$ cat config.mk
export PLATFORM = sky130hd
export DESIGN_NAME = spi_id_reader
export DESIGN_NICKNAME = d
export VERILOG_FILES = /design/src/rtl/spi_id_pkg.sv /design/src/rtl/spi_id_ctrl.sv /design/src/rtl/spi_id_dp.sv /design/src/rtl/spi_id_reader.sv
export SDC_FILE = /design/constraint.sdc
export NUM_CORES = 1
export LEC_CHECK = 0
export CAP_MARGIN = 20
export CORE_MARGIN = 3
export CORE_UTILIZATION = 50
export DETAILED_ROUTE_END_ITERATION = 10
export GPL_ROUTABILITY_DRIVEN = 1
export PLACE_DENSITY = 0.73
export SYNTH_ARGS = -nofsm -noshare
export SYNTH_HDL_FRONTEND = slang
export SYNTH_SLANG_ARGS = --single-unit
$ cat constraint.sdc
create_clock -name clk -period 1.8 [get_ports clk]
set_input_delay 0.36 -clock clk [delete_from_list [all_inputs] [get_ports clk]]
set_output_delay 0.36 -clock clk [all_outputs]
set_load 0.03 [all_outputs]
$ cat src/rtl/spi_id_pkg.sv
package spi_id_pkg;

  // Strobes from the sequencer to the shift datapath
  typedef struct packed {
    logic load;     // load instruction and address into the transmit register
    logic shift;    // advance the transmit register by one bit
    logic sample;   // take one MISO bit into the receive register
    logic capture;  // copy the receive register to the result
  } dpCtrl_t;

  typedef enum logic [1:0] {
    ST_IDLE,
    ST_SETUP,
    ST_SHIFT,
    ST_HOLD
  } seqState_t;

endpackage

$ cat src/rtl/spi_id_ctrl.sv
module spi_id_ctrl
  import spi_id_pkg::*;
#(
  parameter int CLK_DIV    = 8,
  parameter int TOTAL_BITS = 48
) (
  input  logic    clk,
  input  logic    rstN,
  input  logic    start,
  input  logic    modeHigh,
  output dpCtrl_t strobes,
  output logic    sck,
  output logic    csN,
  output logic    done
);

  localparam int HALF  = CLK_DIV / 2;
  localparam int DIV_W = $clog2(CLK_DIV);
  localparam int BIT_W = $clog2(TOTAL_BITS);

  seqState_t        state;
  logic [DIV_W-1:0] divCnt;
  logic [BIT_W-1:0] bitCnt;
  logic             cpolQ;
  logic             sckQ;
  logic             csNQ;
  logic             doneQ;

  logic halfEnd;
  logic cycEnd;
  logic lastBit;

  generate
    if (CLK_DIV < 4 || (CLK_DIV % 2) != 0) begin : g_badDiv
      initial $error("CLK_DIV must be even and at least 4");
    end
  endgenerate

  always_comb begin
    halfEnd = (divCnt == DIV_W'(HALF - 1));
    cycEnd  = (divCnt == DIV_W'(CLK_DIV - 1));
    lastBit = (bitCnt == BIT_W'(TOTAL_BITS - 1));

    strobes.load    = (state == ST_IDLE)  && start;
    strobes.sample  = (state == ST_SHIFT) && halfEnd;
    strobes.shift   = (state == ST_SHIFT) && cycEnd && !lastBit;
    strobes.capture = (state == ST_HOLD)  && halfEnd;
  end

  always_ff @(posedge clk or negedge rstN) begin
    if (!rstN) begin
      state  <= ST_IDLE;
      divCnt <= '0;
      bitCnt <= '0;
      cpolQ  <= 1'b0;
      sckQ   <= 1'b0;
      csNQ   <= 1'b1;
      doneQ  <= 1'b0;
    end else begin
      doneQ <= 1'b0;
      case (state)
        ST_IDLE: begin
          sckQ <= modeHigh;
          if (start) begin
            cpolQ  <= modeHigh;
            csNQ   <= 1'b0;
            divCnt <= '0;
            bitCnt <= '0;
            state  <= ST_SETUP;
          end
        end
        ST_SETUP: begin
          if (halfEnd) begin
            divCnt <= '0;
            sckQ   <= 1'b0;
            state  <= ST_SHIFT;
          end else begin
            divCnt <= divCnt + DIV_W'(1);
          end
        end
        ST_SHIFT: begin
          if (cycEnd) begin
            divCnt <= '0;
            if (lastBit) begin
              sckQ  <= cpolQ;
              state <= ST_HOLD;
            end else begin
              sckQ   <= 1'b0;
              bitCnt <= bitCnt + BIT_W'(1);
            end
          end else begin
            divCnt <= divCnt + DIV_W'(1);
            if (halfEnd) sckQ <= 1'b1;
          end
        end
        ST_HOLD: begin
          if (halfEnd) begin
            divCnt <= '0;
            csNQ   <= 1'b1;
            doneQ  <= 1'b1;
            state  <= ST_IDLE;
          end else begin
            divCnt <= divCnt + DIV_W'(1);
          end
        end
        default: state <= ST_IDLE;
      endcase
    end
  end

  assign sck  = sckQ;
  assign csN  = csNQ;
  assign done = doneQ;

endmodule

$ cat src/rtl/spi_id_dp.sv
module spi_id_dp
  import spi_id_pkg::*;
#(
  parameter int                CMD_BITS  = 8,
  parameter int                ADDR_BITS = 24,
  parameter int                ID_BITS   = 16,
  parameter logic [CMD_BITS-1:0] CMD_CODE = 8'h90
) (
  input  logic               clk,
  input  logic               rstN,
  input  dpCtrl_t            strobes,
  input  logic               addrLsb,
  input  logic               miso,
  output logic               mosi,
  output logic [ID_BITS-1:0] idOut
);

  localparam int TX_BITS = CMD_BITS + ADDR_BITS;

  logic [TX_BITS-1:0] txShift;
  logic [ID_BITS-1:0] rxShift;
  logic [ID_BITS-1:0] idQ;

  always_ff @(posedge clk or negedge rstN) begin
    if (!rstN) begin
      txShift <= '0;
      rxShift <= '0;
      idQ     <= '0;
    end else begin
      if (strobes.load)
        txShift <= {CMD_CODE, (ADDR_BITS - 1)'(0), addrLsb};
      else if (strobes.shift)
        txShift <= {txShift[TX_BITS-2:0], 1'b0};

      if (strobes.sample)
        rxShift <= {rxShift[ID_BITS-2:0], miso};

      if (strobes.capture)
        idQ <= rxShift;
    end
  end

  assign mosi  = txShift[TX_BITS-1];
  assign idOut = idQ;

endmodule

$ cat src/rtl/spi_id_reader.sv
module spi_id_reader
  import spi_id_pkg::*;
#(
  parameter int                  CLK_DIV   = 8,
  parameter int                  CMD_BITS  = 8,
  parameter int                  ADDR_BITS = 24,
  parameter int                  ID_BITS   = 16,
  parameter logic [CMD_BITS-1:0] CMD_CODE  = 8'h90
) (
  input  logic               clk,
  input  logic               rstN,
  input  logic               start,
  input  logic               addrLsb,
  input  logic               modeHigh,
  input  logic               miso,
  output logic               sck,
  output logic               mosi,
  output logic               csN,
  output logic [ID_BITS-1:0] idOut,
  output logic               done
);

  localparam int TOTAL_BITS = CMD_BITS + ADDR_BITS + ID_BITS;

  dpCtrl_t strobes;

  spi_id_ctrl #(
    .CLK_DIV    (CLK_DIV),
    .TOTAL_BITS (TOTAL_BITS)
  ) u_ctrl (
    .clk      (clk),
    .rstN     (rstN),
    .start    (start),
    .modeHigh (modeHigh),
    .strobes  (strobes),
    .sck      (sck),
    .csN      (csN),
    .done     (done)
  );

  spi_id_dp #(
    .CMD_BITS  (CMD_BITS),
    .ADDR_BITS (ADDR_BITS),
    .ID_BITS   (ID_BITS),
    .CMD_CODE  (CMD_CODE)
  ) u_dp (
    .clk     (clk),
    .rstN    (rstN),
    .strobes (strobes),
    .addrLsb (addrLsb),
    .miso    (miso),
    .mosi    (mosi),
    .idOut   (idOut)
  );

endmodule

After elaboration in Yosys (flattened, before gate mapping)
Index checks and enable logic that the tools add are counted.
W data, S select, Z words.
{"block": "classes", "n_addsub": 2, "n_eq_ne": 13, "mux": 25, "n_reduce_logical": 17}
{"op": "$mux W32", "n": 2}
{"op": "$mux W6", "n": 3}
{"op": "$pmux W6 S2", "n": 1}
{"op": "$mux W2", "n": 5}
{"op": "$mux W3", "n": 3}
{"op": "$pmux W3 S3", "n": 1}
{"op": "$ne A2 B1 Y1 const B", "n": 4}
{"op": "$pmux W2 S4", "n": 1}
{"op": "$mux W1", "n": 7}
{"op": "$add A6 B1 Y6 const B", "n": 1}
{"op": "$eq A6 B6 Y1 const B", "n": 1}
{"op": "$reduce_and A3 Y1", "n": 2}
{"op": "$reduce_bool A2 Y1", "n": 3}
{"op": "$logic_and A1 B1 Y1", "n": 5}
{"op": "$reduce_and A5 Y1", "n": 1}
{"op": "$eq A2 B2 Y1 const B", "n": 2}
{"op": "$ne A2 B2 Y1 const B", "n": 2}
{"op": "$reduce_and A4 Y1", "n": 1}
{"op": "$add A3 B1 Y3 const B", "n": 1}
{"op": "$eq A3 B2 Y1 const B", "n": 1}
{"op": "$eq A3 B3 Y1 const B", "n": 1}
{"op": "$ne A3 B1 Y1 const B", "n": 1}
{"op": "$pmux W1 S3", "n": 1}
{"op": "$reduce_bool A3 Y1", "n": 1}
{"op": "other kinds (6)", "n": 6}
{"block": "totals", "register_bits": 79}

Depth between registers and ports, before layout
{"block": "depth", "word_depth": 5, "ltp_mapped": 7}

Hierarchy
A second synthesis with hierarchy kept.
{"block": "unflattened", "cells_unflattened": 265, "area_unflattened_um2": 3542.1}
{"module": "spi_id_dp", "instances": 1, "cells_each": 173, "area_each_um2": 2615.0, "seq_area_each_um2": 1601.5}
{"module": "spi_id_ctrl", "instances": 1, "cells_each": 92, "area_each_um2": 927.1, "seq_area_each_um2": 376.6}

Worst setup path after synthesis
No wires, ideal clock.
{"block": "synth_timing", "path_type": "register to register", "start": "reg u_ctrl.state[0]", "end": "reg u_ctrl.bitCnt[5]", "setup_ns": 0.140, "t_arrival_ns": 1.798, "slack_ns": -0.138, "stages_incl_launch_ff": 8, "path_buffers": 1, "period_less_slack_ns": 1.938, "cell_sequence": "dfrtp_1 > inv_1 > ha_1 > nor2b_4 > or3_1 > buf_2 > o311ai_0 > o41ai_1"}
{"block": "synth_via", "elab_chain_cells": 3, "elab_cells_between_ends": 8, "classes_between": "4 x eq/ne; 1 x mux; 3 x reduce/logical"}
{"element": "start: declaration", "line_no": "spi_id_ctrl.sv:21", "text": "seqState_t state;"}
{"element": "start signal: assignment", "line_no": "spi_id_ctrl.sv:52", "text": "state <= ST_IDLE;"}
{"element": "start signal: assignment", "line_no": "spi_id_ctrl.sv:69", "text": "state <= ST_SETUP;"}
{"element": "start signal: assignment", "line_no": "spi_id_ctrl.sv:76", "text": "state <= ST_SHIFT;"}
{"element": "$eq A2 B2 Y1 or $logic_not A2 Y1 (tied branches)", "line_no": "spi_id_ctrl.sv:61", "text": "case (state)"}
{"element": "$ne A2 B1 Y1 (no source line), or another cell as far along"}
{"element": "$reduce_and A4 Y1 (no source line)"}
{"element": "end signal: assignment", "line_no": "spi_id_ctrl.sv:89", "text": "bitCnt <= bitCnt + BIT_W'(1);"}
{"element": "end: declaration", "line_no": "spi_id_ctrl.sv:23", "text": "logic [BIT_W-1:0] bitCnt;"}
Parallel ways exist; a longest one is shown, timed or not.
A chain may end at the register's enable or synchronous reset.

Worst setup path in the final report
{"block": "layout_timing", "start": "reg u_ctrl.state[1]", "end": "reg u_ctrl.bitCnt[5]"}
The elaborated chain is that of the path after synthesis.

==> metrics.yaml <==
status:
  status: "finished, final reports clean"
setup_path:
  crit_slowest_cell: "dfrtp_1"
  crit_fanout: 11
  cp-start-kind: "flip-flop"
  crit_arrival_ps: 1990
  worstSetupPathType: "flip-flop to flip-flop"
  crit_required_ps: 2020
  end_kind: "flip-flop"
  cp_slowest_stage_delay_ps: 390
  crit_chain: "inv_2, ha_4, nor2b_4, or3_4, buf_6, o311ai_2, o41ai_1"
pwr:
  p_comb_share_pct: 31.4
  power.internal_mw: 3.52
  swShare_pct: 31.5
  p_seq_share_pct: 40.5
  power_density_nw_per_um2: 1180
  ir_worst_vdd_mv: 0.890
  power.switching_mw: 1.62
  leakage_nw: 2.04
  p_clk_share_pct: 28.1
sta:
  tightest_slew_ps: 451
  tns_ps: 0
  period_needed_ps: 1760
  report.final.slew_viol_count: 0
  rsz0062_at_grt: "true"
  relSlewSlack_pct: 69.8
  hold_slack_ps: 439
  setup_viol: 0
  max_freq_ghz: 0.567
  fin_ws_ps: 37.2
  final.period_utilization_pct: 97.9
  finalHoldViolCount: 0
  skew_ps: 9.34
cts:
  h-tree-depth: 3
  clk_transition_reported_paths_ps: 80
  clockBufferDepth: 2
  cts_sinks: 79
  cts_buffers: 9
  clk_latency_ps: 340
  root_buffer: "clkbuf_8"
  cts_tree: "yes"
placement:
  portBuffers: 25
  pre_cts_slack_ps: -253
  place.gp.congestion: 0.787
  placed_cell_area_um2: 4010
  place_hpwl_um: 4080
grt:
  antenna_found_initial: 0
  grt-ovfl-total: 0
  first_global_vias: 2272
  grt_pass1_wl_um: 10200
  grt_max_degree: 59
  track_usage_pct: 16.9
final_layout:
  fin_area_um2: 4350
  layout-drive-gt1-share_pct: 27.0
  post-route-util_pct: 66.9
  area_delta_synth_final_pct: 26.9
  nets: 372
  antenna-diode-count: 0
drt:
  via_per_inst: 5.46
  vias: 2380
  wirelength_um: 6220
  drtAntennaViolNets: 0
  dr.pass1.iters: 4
  drtIter0Drc: 185
  drc: 0
  wl_per_cell_um: 14.3
logic_synthesis:
  synth-compound-area-share_pct: 10.1
  yosysSeqAreaShare_pct: 57.7
  synthSimpleGateAreaFrac_pct: 13.0
  synth_cell_types: 32
  synth_mux_area_share_pct: 11.8
  synth-edff-count: 0
  synth_top_family_by_area: "simple AND/OR/NAND/NOR gates"
  synth_xor_area_share_pct: 0
  synth_ff_type: "dfrtp_1"
  syn_area_um2: 3430
  syn_inst: 306
  syn_area_per_cell_um2: 11.2
  synth_seq_cells: 79
  yosysWarnings: 0
  synth_adder_area_share_pct: 4.38
  synth_nets: 324
  synthArstFlopShare_pct: 100
floorplan:
  die_h_um: 88.8
  core-area_um2: 6490
  start_util_pct: 52.7
  die_width_um: 88.8
  rows: 29
  ioPinCount: 26
  die_area_um2: 7880
min_path:
  holdCritPathClass: "input pin to asynchronous set/reset pin"
flow_run:
  cap_violations: 0
==> cells by family (layout without fill, tap and decap cells) <==
| family | after synthesis | count (layout) |
|---|---|---|
| AOI/OAI and AO/OA | 57 | 57 |
| and+or+nand+nor | 96 | 96 |
| muxes | 36 | 36 |
| buffers and inverters | 26 | 79 |
| DFF | 79 | 79 |
| adders and majority gates | 12 | 12 |
==> power groups by stage <==
stage	Combinational, mW	Sequential [mW]	Clock (mW)
floorplan	0.818	2.17	0
global placement	1.45	2.10	0
detailed placement	1.49	2.11	0
CTS	1.54	2.07	1.48
global route	1.77	2.10	1.56
finish	1.61	2.08	1.44
==> path summary, 6_finish.rpt <==
path	start	to	slack, ps	cells past startpoint
max reg2reg	u_ctrl.state[1]$_DFFE_PN0P_	u_ctrl.bitCnt[5]$_DFFE_PN0P_	40	7
max in group asynchronous	rstN	u_dp.txShift[16]$_DFFE_PN0P_	770	3
min in group clk	u_dp.txShift[16]$_DFFE_PN0P_	u_dp.txShift[17]$_DFFE_PN0P_	500	2
min reg2reg	u_dp.txShift[16]$_DFFE_PN0P_	u_dp.txShift[17]$_DFFE_PN0P_	500	2
min	rstN	u_ctrl.bitCnt[4]$_DFFE_PN0P_	440	2
max	u_ctrl.state[1]$_DFFE_PN0P_	u_ctrl.bitCnt[5]$_DFFE_PN0P_	40	7
==> timing repair <==
| action | 4_1_cts | 5_1_grt |
|---|---|---|
| gates cloned | 0 | 1 |
| pin swaps | 2 | 2 |
| setup buffers | 0 | 2 |
| hold buffers | 1 | 0 |
| hold endpoints to repair | 20 | 0 |
| resized for setup | 6 | 10 |
| setup endpoints to repair | 5 | 10 |
==> layout make-up <==
cell class	instances	area, um^2
well taps	77	96.3
flip-flops and latches	79	1980
repair buffers	54	578
inverters	9	33.8
multi-input cells	201	1440
fillers	483	2150
clock buffers	10	128
clock inverters	6	92.6
==> layer usage <==
metal | vias to the layer above | global-route usage, % | wire length (um)
met3 | 10 | 3.35 | 130
li1 | 1172 | - | -
met2 | 27 | 27.3 | 3060
met5 | - | 0 | 0
met4 | 0 | 7.83 | 122
met1 | 1171 | 22.0 | 2910
==> cell usage after synthesis (all sizes together), types with 4 or more instances <==
cell	n	share of area, %
a21oi	6	0.88
buf	4	0.55
clkbuf	13	1.4
dfrtp	78	57
ha	12	4.4
inv	9	0.99
mux2	34	11
nand2	42	4.6
nand3	34	5.0
nor2	5	0.55
o21ai	33	4.8
o41ai	4	1.0
==> placed cells by master, fill, tap and decap left out, drive strengths merged, types with 6 or more instances in the layout <==
cell type,netlist,routed
nand3,34,34
mux2,34,34
dfrtp,78,78
ha,12,12
inv,9,10
nand2,42,42
a21oi,6,6
clkbuf,13,11
buf,4,28
o21ai,33,33
clkdlybuf4s50,0,22
==> state kept, by name (all words and copies together) (netlist names), 2 cells and up <==
name,flops
u_ctrl.bitCnt,6
u_dp.txShift,32
u_ctrl.state,2
u_ctrl.divCnt,3
u_dp.rxShift,16
u_dp.idOut,16
==> stage by stage <==
step / power [mW] / std cells
3_5_place_dp: 3.60 / 416
6_report: 5.14 / 436
4_1_cts: 5.09 / 433
3_3_place_gp: 3.55 / 416
5_1_grt: 5.44 / 436
2_1_floorplan: 2.98 / 306
==> critical path: cells and delay by family, from the launching register on <==
kind | cells | cell delay, ps
AND/OR/NAND/NOR | 2 | 500
flip-flops | 1 | 390
AO/OA/AOI/OAI | 2 | 360
buffers and inverters | 2 | 230
adder cells (fa/ha/maj) | 1 | 170
(Power assumes the default switching activity.)
